==> config.mk <==
export PLATFORM = sky130hd
export DESIGN_NAME = conv_sequencer
export DESIGN_NICKNAME = d
export VERILOG_FILES = /design/src/rtl/conv_seq_pkg.sv /design/src/rtl/cs_rate_timer.sv /design/src/rtl/cs_sequencer.sv /design/src/rtl/conv_sequencer.sv
export SDC_FILE = /design/constraint.sdc
export NUM_CORES = 1
export LEC_CHECK = 0
export ABC_AREA = 1
export BUFFER_PORTS_ARGS = -buffer_cell sky130_fd_sc_hd__clkbuf_2
export CAP_MARGIN = 0
export CORE_ASPECT_RATIO = 0.9
export CORE_MARGIN = 5
export CORE_UTILIZATION = 62
export CTS_BUF_LIST = sky130_fd_sc_hd__clkbuf_2
export DETAILED_ROUTE_END_ITERATION = 10
export GPL_ROUTABILITY_DRIVEN = 0
export PLACE_DENSITY = 0.88
export SETUP_SLACK_MARGIN = 0.15
export SKIP_LAST_GASP = 1
export SYNTH_ARGS = -nofsm -noshare
export SYNTH_HDL_FRONTEND = slang
export SYNTH_SLANG_ARGS = --single-unit
export TNS_END_PERCENT = 50
==> constraint.sdc <==
create_clock -name clk -period 2.52 [get_ports clk]
set_clock_uncertainty 0.15 [all_clocks]
set_input_delay 0.504 -clock clk [delete_from_list [all_inputs] [get_ports clk]]
set_output_delay 0.504 -clock clk [all_outputs]
set_load 0.02 [all_outputs]
==> src/rtl/conv_seq_pkg.sv <==
package conv_seq_pkg;

    localparam int RATE_STEPS = 4;
    localparam logic [1:0] RATE_RESET = 2'd2;
    localparam logic [1:0] RES_CODE = 2'b11;

    typedef enum logic [1:0] {
        ST_IDLE = 2'd0,
        ST_CONV = 2'd1,
        ST_GAP  = 2'd2
    } cs_state_e;

    typedef struct packed {
        cs_state_e   state;
        logic        shut;
        logic        single;
        logic        single_done;
        logic        start;
        logic [1:0]  rate;
    } cs_regs_t;

    localparam cs_regs_t CS_RESET = '{
        state:       ST_IDLE,
        shut:        1'b0,
        single:      1'b0,
        single_done: 1'b0,
        start:       1'b0,
        rate:        RATE_RESET
    };

endpackage

==> src/rtl/cs_rate_timer.sv <==
module cs_rate_timer
    import conv_seq_pkg::*;
#(
    parameter int BASE_CYCLES = 8000
) (
    input  logic       clk,
    input  logic       rst_n,
    input  logic       restart,
    input  logic [1:0] rate_sel,
    output logic       elapsed
);

    localparam int MAX_PERIOD = BASE_CYCLES << (RATE_STEPS - 1);
    localparam int CW = $clog2(MAX_PERIOD + 1);
    localparam logic [CW-1:0] LIMIT_MAX = CW'(MAX_PERIOD - 1);

    logic [CW-1:0] limit_tbl [RATE_STEPS];
    logic [CW-1:0] cnt_d, cnt_q;

    // One compare limit per rate code: period minus one, counted from the start edge.
    for (genvar g = 0; g < RATE_STEPS; g++) begin : g_limit
        assign limit_tbl[g] = CW'((BASE_CYCLES << g) - 1);
    end

    always_comb begin
        cnt_d = cnt_q;
        if (restart) begin
            cnt_d = '0;
        end else if (cnt_q < LIMIT_MAX) begin
            cnt_d = cnt_q + 1'b1;
        end
    end

    always_ff @(posedge clk or negedge rst_n) begin
        if (!rst_n) begin
            cnt_q <= '0;
        end else begin
            cnt_q <= cnt_d;
        end
    end

    assign elapsed = (cnt_q >= limit_tbl[rate_sel]);

    // the counter holds at its ceiling until a new start restarts it
    p_cnt_hold_r2: assert property (@(posedge clk) disable iff (!rst_n)
        (!restart && cnt_q == LIMIT_MAX) |=> (cnt_q == LIMIT_MAX));

    // a restart begins a fresh period, which cannot be elapsed one cycle later for periods above one
    p_restart_fresh_r2: assert property (@(posedge clk) disable iff (!rst_n)
        (restart && BASE_CYCLES > 1) |=> !elapsed);

endmodule

==> src/rtl/cs_sequencer.sv <==
module cs_sequencer
    import conv_seq_pkg::*;
(
    input  logic       clk,
    input  logic       rst_n,
    input  logic       wr_en,
    input  logic       wr_shut,
    input  logic       wr_single,
    input  logic [1:0] wr_rate,
    input  logic       conv_done,
    input  logic       elapsed,
    output logic       timer_restart,
    output logic       conv_start,
    output logic       single_status,
    output logic [1:0] rate_sel
);

    cs_regs_t r_d, r_q;
    logic     accept;

    always_comb begin
        r_d       = r_q;
        r_d.start = 1'b0;
        accept    = wr_en && wr_single && wr_shut && r_q.shut && (r_q.state == ST_IDLE);

        if (wr_en) begin
            r_d.shut = wr_shut;
            r_d.rate = wr_rate;
        end

        case (r_q.state)
            ST_IDLE: begin
                if (!r_q.shut) begin
                    r_d.state  = ST_CONV;
                    r_d.start  = 1'b1;
                    r_d.single = 1'b0;
                end else if (accept) begin
                    r_d.state       = ST_CONV;
                    r_d.start       = 1'b1;
                    r_d.single      = 1'b1;
                    r_d.single_done = 1'b0;
                end
            end
            ST_CONV: begin
                if (conv_done) begin
                    r_d.state  = (r_q.shut || r_q.single) ? ST_IDLE : ST_GAP;
                    r_d.single = 1'b0;
                    if (r_q.single) begin
                        r_d.single_done = 1'b1;
                    end
                end
            end
            ST_GAP: begin
                if (r_q.shut) begin
                    r_d.state = ST_IDLE;
                end else if (elapsed) begin
                    r_d.state  = ST_CONV;
                    r_d.start  = 1'b1;
                    r_d.single = 1'b0;
                end
            end
            default: begin
                r_d.state = ST_IDLE;
            end
        endcase
    end

    always_ff @(posedge clk or negedge rst_n) begin
        if (!rst_n) begin
            r_q <= CS_RESET;
        end else begin
            r_q <= r_d;
        end
    end

    assign timer_restart = r_d.start;
    assign conv_start    = r_q.start;
    assign single_status = r_q.single_done;
    assign rate_sel      = r_q.rate;

    // no new start while a conversion is still waiting for its done
    p_no_start_in_conv_r9: assert property (@(posedge clk) disable iff (!rst_n)
        (r_q.state == ST_CONV) |=> !r_q.start);

    // readback stays low for the whole single conversion
    p_single_low_busy_r6: assert property (@(posedge clk) disable iff (!rst_n)
        (r_q.state == ST_CONV && r_q.single) |-> !r_q.single_done);

    // done of the single conversion sets the readback and returns to idle
    p_single_finish_r7: assert property (@(posedge clk) disable iff (!rst_n)
        (r_q.state == ST_CONV && r_q.single && conv_done)
            |=> (r_q.single_done && r_q.state == ST_IDLE && !r_q.start));

    // in shutdown a start only follows an accepted trigger
    p_shut_blocks_r4: assert property (@(posedge clk) disable iff (!rst_n)
        r_q.start |-> $past(accept || !r_q.shut));

    // no start before the period has elapsed
    p_gap_wait_r2: assert property (@(posedge clk) disable iff (!rst_n)
        (r_q.state == ST_GAP && !elapsed) |=> !r_q.start);

endmodule

==> src/rtl/conv_sequencer.sv <==
module conv_sequencer
    import conv_seq_pkg::*;
#(
    parameter int BASE_CYCLES = 8000
) (
    input  logic       clk,
    input  logic       rst_n,
    input  logic       wr_en,
    input  logic       wr_shutdown,
    input  logic       wr_oneshot,
    input  logic [1:0] wr_rate,
    input  logic       conv_done,
    output logic       conv_start,
    output logic       oneshot_status,
    output logic [1:0] resolution
);

    logic       restart;
    logic       elapsed;
    logic [1:0] rate_sel;

    cs_sequencer u_seq (
        .clk           (clk),
        .rst_n         (rst_n),
        .wr_en         (wr_en),
        .wr_shut       (wr_shutdown),
        .wr_single     (wr_oneshot),
        .wr_rate       (wr_rate),
        .conv_done     (conv_done),
        .elapsed       (elapsed),
        .timer_restart (restart),
        .conv_start    (conv_start),
        .single_status (oneshot_status),
        .rate_sel      (rate_sel)
    );

    cs_rate_timer #(
        .BASE_CYCLES (BASE_CYCLES)
    ) u_timer (
        .clk      (clk),
        .rst_n    (rst_n),
        .restart  (restart),
        .rate_sel (rate_sel),
        .elapsed  (elapsed)
    );

    assign resolution = RES_CODE;

endmodule

; Yosys cells after proc, flatten, opt, wreduce, memory -nomap -nowiden
; Cells that the tools add are included.
[classes]
add_sub_neg = 1
n_mul = 0
n_div = 0
magnitude_cmp = 3
eq_ne = 10
shift = 0
n_mux = 25
n_bitwise = 1
reduce_logical = 12
[op_table]
columns = cell, n
row1 = 16-bit 2-to-1 mux, 4
row2 = 16-bit binary-select mux with 2-bit select, 1
row3 = 16-bit by 1-bit adder with 16-bit output (second input constant), 1
row4 = 16-bit greater-or-equal comparator, 1
row5 = 16-bit < comparator (second input constant), 1
row6 = 2-bit 2-to-1 mux, 7
row7 = 5-bit AND reduction, 2
row8 = 1-bit 2-to-1 mux, 8
row9 = 2-bit by 1-bit inequality test with 1-bit output (second input constant), 3
row10 = 2-bit inequality test (second input constant), 3
row11 = 2-bit one-hot mux with 3 select lines, 1
row12 = 1-bit logical AND, 4
row13 = 1-bit one-hot mux with 2 select lines, 2
row14 = 2-bit nonzero test, 2
row15 = 3-bit greater-or-equal comparator (second input constant), 1
row16 = 3-bit 2-to-1 mux, 1
row17 = 3-bit by 2-bit inequality test with 1-bit output (second input constant), 1
row18 = 3-bit inequality test (second input constant), 1
row19 = 2-bit inverter with 3-bit output, 1
row20 = 1-bit one-hot mux with 3 select lines, 1
row21 = 3-bit AND reduction, 1
row22 = 3-bit nonzero test, 1
row23 = 2-bit by 1-bit == test with 1-bit output (second input constant), 1
row24 = 2-bit == test (second input constant), 1
row25 = 2 further kinds, 2
[totals]
regBits = 24
latch_bits = 0
ram_bits = 0
romBits = 0
inputBits = 8
output_inout_bits = 4
word_cells = 59
memories = 0

; Longest topological paths before layout
[logic_depth]
depth_word = 9
mapped_depth = 13

; Cells and area by module
; From an unflattened synthesis, not the netlist that was laid out.
[hier_totals]
cells_unflattened = 255
hier_area_um2 = 1859.3
[modules_own_cells]
columns = module, n_inst, cells_each, area_each_um2, seq_area_each_um2
row1 = cs_rate_timer, 1, 188, 1306.3, 400.4
row2 = cs_sequencer, 1, 64, 534.3, 201.4
row3 = conv_sequencer, 1, 3, 18.8, 0.0

; Worst setup path after synthesis
; OpenSTA, ideal clock, no wires.
[synth_timing]
path_type = register to register
start = reg u_seq.r_q, in the netlist u_seq.rate_sel[1]
end = reg u_timer.cnt_q[10]
t_arrival_ns = 1.765
required_ns = 2.252
slack_ns = 0.487
stages_incl_launch_ff = 14
n_path_buf = 1
cell_sequence = dfstp_2 > inv_1 > ha_1 > ha_1 > nand2_1 > inv_1 > nand2_1 > nor2_1 > nand2_2 > nand3_2 > nand2_4 > nand2_4 > buf_6 > nor2_1
[synth_via]
elab_chain_len = 9
elab_cells_between_ends = 10
classes_between = order compare: 1 / mux: 7 / bitwise: 1 / reduce/logical: 1
[synth_rtl]
columns = element, line_no
row1 = from (decl), cs_sequencer.sv:18  ; cs_regs_t r_d, r_q;
row2 = from (signal assigned), cs_sequencer.sv:72  ; r_q <= r_d;
row3 = 2-bit inverter with 3-bit output (not written as such) *, cs_rate_timer.sv:42  ; assign elapsed = (cnt_q >= limit_tbl[rate_sel]);
row4 = 16-bit binary-select mux with 2-bit select *, cs_rate_timer.sv:42
row5 = 16-bit 2-to-1 mux (not written as such) * (2 in a row), cs_rate_timer.sv:42
row6 = 16-bit greater-or-equal comparator *, cs_rate_timer.sv:42
row7 = 1-bit 2-to-1 mux *, cs_sequencer.sv:56  ; end else if (elapsed) begin
row8 = 1-bit 2-to-1 mux *, cs_sequencer.sv:54  ; if (r_q.shut) begin
row9 = 1-bit one-hot mux with 2 select lines *, cs_sequencer.sv:31  ; case (r_q.state)
row10 = via restart, conv_sequencer.sv:18  ; logic restart;
row11 = 16-bit 2-to-1 mux / 2-bit nonzero test (equally long branches), n/a
row12 = to (signal assigned), cs_rate_timer.sv:38  ; cnt_q <= cnt_d;
row13 = to (decl), cs_rate_timer.sv:18  ; logic [CW-1:0] cnt_d, cnt_q;
; Mark *: on every way through the listed nets, which the timed path passes. The rest lies on a longest branch. The select of a mux whose other input is x is not followed.
; A chain may end at the register's enable or synchronous reset.

; Final worst setup path
[layout_timing]
start = reg u_seq.r_q, in the netlist u_seq.rate_sel[1]
end = reg u_timer.cnt_q[2]
[layout_via]
elab_chain_len = 9
elab_cells_between_ends = 10
classes_between = order compare: 1 / mux: 7 / bitwise: 1 / reduce/logical: 1
[layout_rtl]
columns = element, line_no
row1 = 2-bit inverter with 3-bit output (not written as such) *, cs_rate_timer.sv:42
row2 = 16-bit binary-select mux with 2-bit select *, cs_rate_timer.sv:42
row3 = 16-bit 2-to-1 mux (not written as such) * (2 in a row), cs_rate_timer.sv:42
row4 = 16-bit greater-or-equal comparator *, cs_rate_timer.sv:42
row5 = 1-bit 2-to-1 mux *, cs_sequencer.sv:56
row6 = 1-bit 2-to-1 mux *, cs_sequencer.sv:54
row7 = 1-bit one-hot mux with 2 select lines *, cs_sequencer.sv:31
row8 = 16-bit 2-to-1 mux / 2-bit nonzero test (equally long branches), n/a
; Every way passes the cells marked *; elsewhere a longest branch is shown, timed or not. The select of a mux whose other input is x is not followed.

==> parameters.txt <==
Parameter                              Value

Outcome
  Result of the run    finished, final reports clean

Drt
  Highest metal layer used by the detailed router    met4
  Wire length after detailed routing    3.933 mm
  Met3 wire len    238 um
  ANT nets after route    0
  Final routed wire length divided by cell count    13.47 um
  M1 wire length    1.733 mm
  Violation count after the first detailed-route iteration    118
  Drt via density    5.387
  Routed vias    1573
  Routed met2 length    1.836 mm
  Number of DRC violations after detailed routing    0
  Drt first pass iters    4

Yosys
  Dominant combinational cell family by area after synthesis    simple AND/OR/NAND/NOR gates
  Most numerous cell types in the synthesized netlist    60 x sky130_fd_sc_hd__nand2_1, 32 x sky130_fd_sc_hd__inv_1, 31 x sky130_fd_sc_hd__nor2_1
  Number of synthesized flops with an enable pin    0
  Number of distinct standard cells referenced by the synthesized netlist    26
  Dominant cell by count in the synthesized netlist    sky130_fd_sc_hd__nand2_1
  Fraction of synthesized area in multiplexers    0%
  Share of the synthesized area in compound gates (AO/OA/AOI/OAI)    6.474%
  Yosys top cell by area    sky130_fd_sc_hd__dfrtp_1
  Number of storage elements in the synthesis netlist    24
  Yosys synthesis warning count    0
  Synth Flop Type    sky130_fd_sc_hd__dfrtp_1
  Ys async rst share    100.0%
  Synthesized cell area    1778 um^2
  Syn avg cell area    7.377 um^2
  Share of synthesized cell area in full adder, half adder and majority cells    11.26%
  Area share of the leading cell type in the synthesized netlist    32.37%
  Simple-gate area share of the yosys netlist    37.09%
  Proportion of synthesized chip area in sequential cells    33.85%
  Cell count after synthesis    241
  Share of the synthesized netlist area taken by xor and xnor gates    1.970%
  Top cells by area in the synthesized netlist    sky130_fd_sc_hd__dfrtp_1 32%, sky130_fd_sc_hd__nand2_1 13%, sky130_fd_sc_hd__ha_1 11%

Critical path
  Buf+Inv Stages, Crit Path    2
  Crit path max-delay cell type    sky130_fd_sc_hd__dfstp_2
  Worst path required time    2.64 ns
  Critical Path AT    2.36 ns
  Cell class contributing the biggest share of worst-path delay    simple AND/OR/NAND/NOR gates
  Delay of the slowest cell on the worst path    0.63 ns
  Element type at the critical path start    register
  Maximum fanout along the worst path    13
  Category of the most critical setup path    reg2reg
  Critical Path Sink Type    register
  Critical path, cell by cell    inv_1, ha_1, ha_1, nand2_1, inv_1, nand2_1, nor2_1, nand2_2, nand3_2, nand2_4, nand2_4, nor2_1

STA
  Slew headroom    58.71%
  Final-layout setup total negative slack    0 ns
  Unrepaired setup endpoints after global routing    no
  Final critical-path required period    2.232 ns
  Final setup violation count    0
  Pins Over Slew Limit    0
  Final clock period utilization by the worst path    88.55%
  Transition time at the pin with the least slew margin    0.6194 ns
  Highest Clock Rate    448.1 MHz
  Final Hold Viols    0

Global route
  GRT Resource Usage Total    22.38%
  Initial antenna violation count    0
  Global route overflow    0
  Via count of the first global-routing pass    1525
  Pin count of the biggest net entering global routing    25
  Wire length of the first global-routing pass    6.906 mm

Floorplan
  Initial standard-cell utilization of the core    64.71%
  Full die area    4040 um^2
  Overall die width    66.45 um
  Row count    18
  Die height    60.80 um
  Num ports    12
  Placeable core region    2748 um^2

Cells and area
  Layout cell share with drive strength beyond 1    13.89%
  Layout Utilization    69.03%
  Antenna cells    0
  Layout overhead on the synthesized area    6.685%
  Layout Nets    277

CTS
  Clock-pin slew on the worst setup and hold paths    0.26 ns
  Root cell of the clock tree    sky130_fd_sc_hd__clkbuf_2
  PostCTS Resize Cnt    0
  Worst-case clock buffer depth    2
  CTS tree    yes
  Cts bufs inserted    3
  Number of H-tree levels    1
  Clock insertion delay at the later pin of the skew report    0.37 ns
  Sink count of the clock tree    24

Power and ir drop
  Design internal power    737.1 uW
  Switching Power    458.5 uW
  Peak VDD IR    482.5 uV
  Leakage power    0.001000 uW
  Share of power burned in combinational logic    35.2%
  Clock group share of total power    22.1%
  Sw Ratio    38.35%
  Ratio of total power to cell area    630.3 nW/um^2
  Fraction of power consumed by sequential logic    42.8%

Place
  HPWL Detailed    2.968 mm
  I/O Buffers    9

Worst hold path
  Hold/Removal Path Class    in2reg

Flow run
  Max-cap violations    0
-- through the flow --
stage | hold WS (ns) | area [um^2] | std cells | total power (uW) | worst slack [ns]
after floorplan | 0.05841 | 1782 | 242 | 839.2 | 0.4870
after global placement | 0.3517 | 1842 | 287 | 912.7 | 0.4341
after detailed placement | 0.3485 | 1842 | 287 | 931.4 | 0.3423
after CTS | 0.1702 | 1897 | 292 | 1200 | 0.2992
after global routing | 0.1620 | 1897 | 292 | 1300 | 0.1663
final | 0.1692 | 1897 | 292 | 1196 | 0.2885
-- power groups by stage --
| stage | clock network [uW] | logic [uW] | registers (uW) |
|---|---|---|---|
| floorplan | 0 | 317 | 522 |
| global placement | 0 | 399 | 513 |
| detailed placement | 0 | 413 | 518 |
| CTS | 268 | 422 | 510 |
| global route | 288 | 491 | 522 |
| finish | 264 | 420 | 511 |
-- registers in the layout, summed over array words and instances (netlist names) --
name and flops:
u_seq.conv_start 1, u_seq.r_q 4, u_seq.rate_sel 2, u_seq.single_status 1, u_timer.cnt_q 16
-- worst paths after layout --
| kind | start | end | slack (ns) | cells after the start |
|---|---|---|---|---|
| worst max-delay path | u_seq.rate_sel[1]$_DFFE_PN1P_ | u_timer.cnt_q[2]$_DFFE_PN0P_ | 0.29 | 12 |
| worst min-delay path | wr_rate[0] | u_seq.rate_sel[0]$_DFFE_PN0P_ | 0.17 | 3 |
| worst max register to register | u_seq.rate_sel[1]$_DFFE_PN1P_ | u_timer.cnt_q[2]$_DFFE_PN0P_ | 0.29 | 12 |
| worst min register to register | u_seq.r_q[4]$_DFFE_PN0P_ | u_seq.r_q[4]$_DFFE_PN0P_ | 0.40 | 2 |
| max in group asynchronous | rst_n | u_timer.cnt_q[11]$_DFFE_PN0P_ | 1.32 | 2 |
| min in group asynchronous | rst_n | u_timer.cnt_q[5]$_DFFE_PN0P_ | 0.48 | 2 |
-- cell type report --
type	count	area [um^2]
clock buffers	3	15.01
clock inverters	1	30.03
fillers	229	850.8
inverters	32	120.1
multi-input cells	181	1017
flip-flops and latches	24	601.8
well taps	40	50.05
repair buffers	11	62.56
-- cell usage in the layout, fill, tap and decap left out, types with 5 or more instances in the layout --
cell type / n
sky130_fd_sc_hd__nand4_1: 5
sky130_fd_sc_hd__nand2_2: 5
sky130_fd_sc_hd__a21oi_1: 5
sky130_fd_sc_hd__nor2_1: 31
sky130_fd_sc_hd__nand3_1: 20
sky130_fd_sc_hd__ha_1: 16
sky130_fd_sc_hd__inv_1: 32
sky130_fd_sc_hd__clkbuf_2: 12
sky130_fd_sc_hd__nand2_1: 60
sky130_fd_sc_hd__nor2_2: 5
sky130_fd_sc_hd__o21ai_0: 9
sky130_fd_sc_hd__dfrtp_1: 23
-- cells by family after synthesis --
family                   Yosys count
adder cells (fa/ha/maj)           16
AND/OR/NAND/NOR                  140
XOR/XNOR                           4
flip-flops                        24
other                              1
buffers and inverters             37
AO/OA/AOI/OAI                     19
-- routing by layer --
| metal | up-vias | track usage [%] |
|---|---|---|
| met5 | - | 0 |
| met4 | 0 | 7.536 |
| met3 | 15 | 4.630 |
| met2 | 58 | 36.78 |
| met1 | 716 | 29.70 |
| li1 | 784 | - |
-- timing repair --
action | in CTS | in global routing
hold buffers | 1 | 0
buffers inserted | 0 | 0
hold endpoints to repair | 23 | 0
-- worst reg2reg max path, cell delays in order, from the launching register on --
cell,delay [ns]
sky130_fd_sc_hd__dfstp_2,0.63
sky130_fd_sc_hd__inv_1,0.09
sky130_fd_sc_hd__ha_1,0.22
sky130_fd_sc_hd__ha_1,0.28
sky130_fd_sc_hd__nand2_1,0.06
sky130_fd_sc_hd__inv_1,0.06
sky130_fd_sc_hd__nand2_1,0.06
sky130_fd_sc_hd__nor2_1,0.13
sky130_fd_sc_hd__nand2_2,0.08
sky130_fd_sc_hd__nand3_2,0.08
sky130_fd_sc_hd__nand2_4,0.07
sky130_fd_sc_hd__nand2_4,0.15
sky130_fd_sc_hd__nor2_1,0.08
Power figures use the tool's default switching activity.
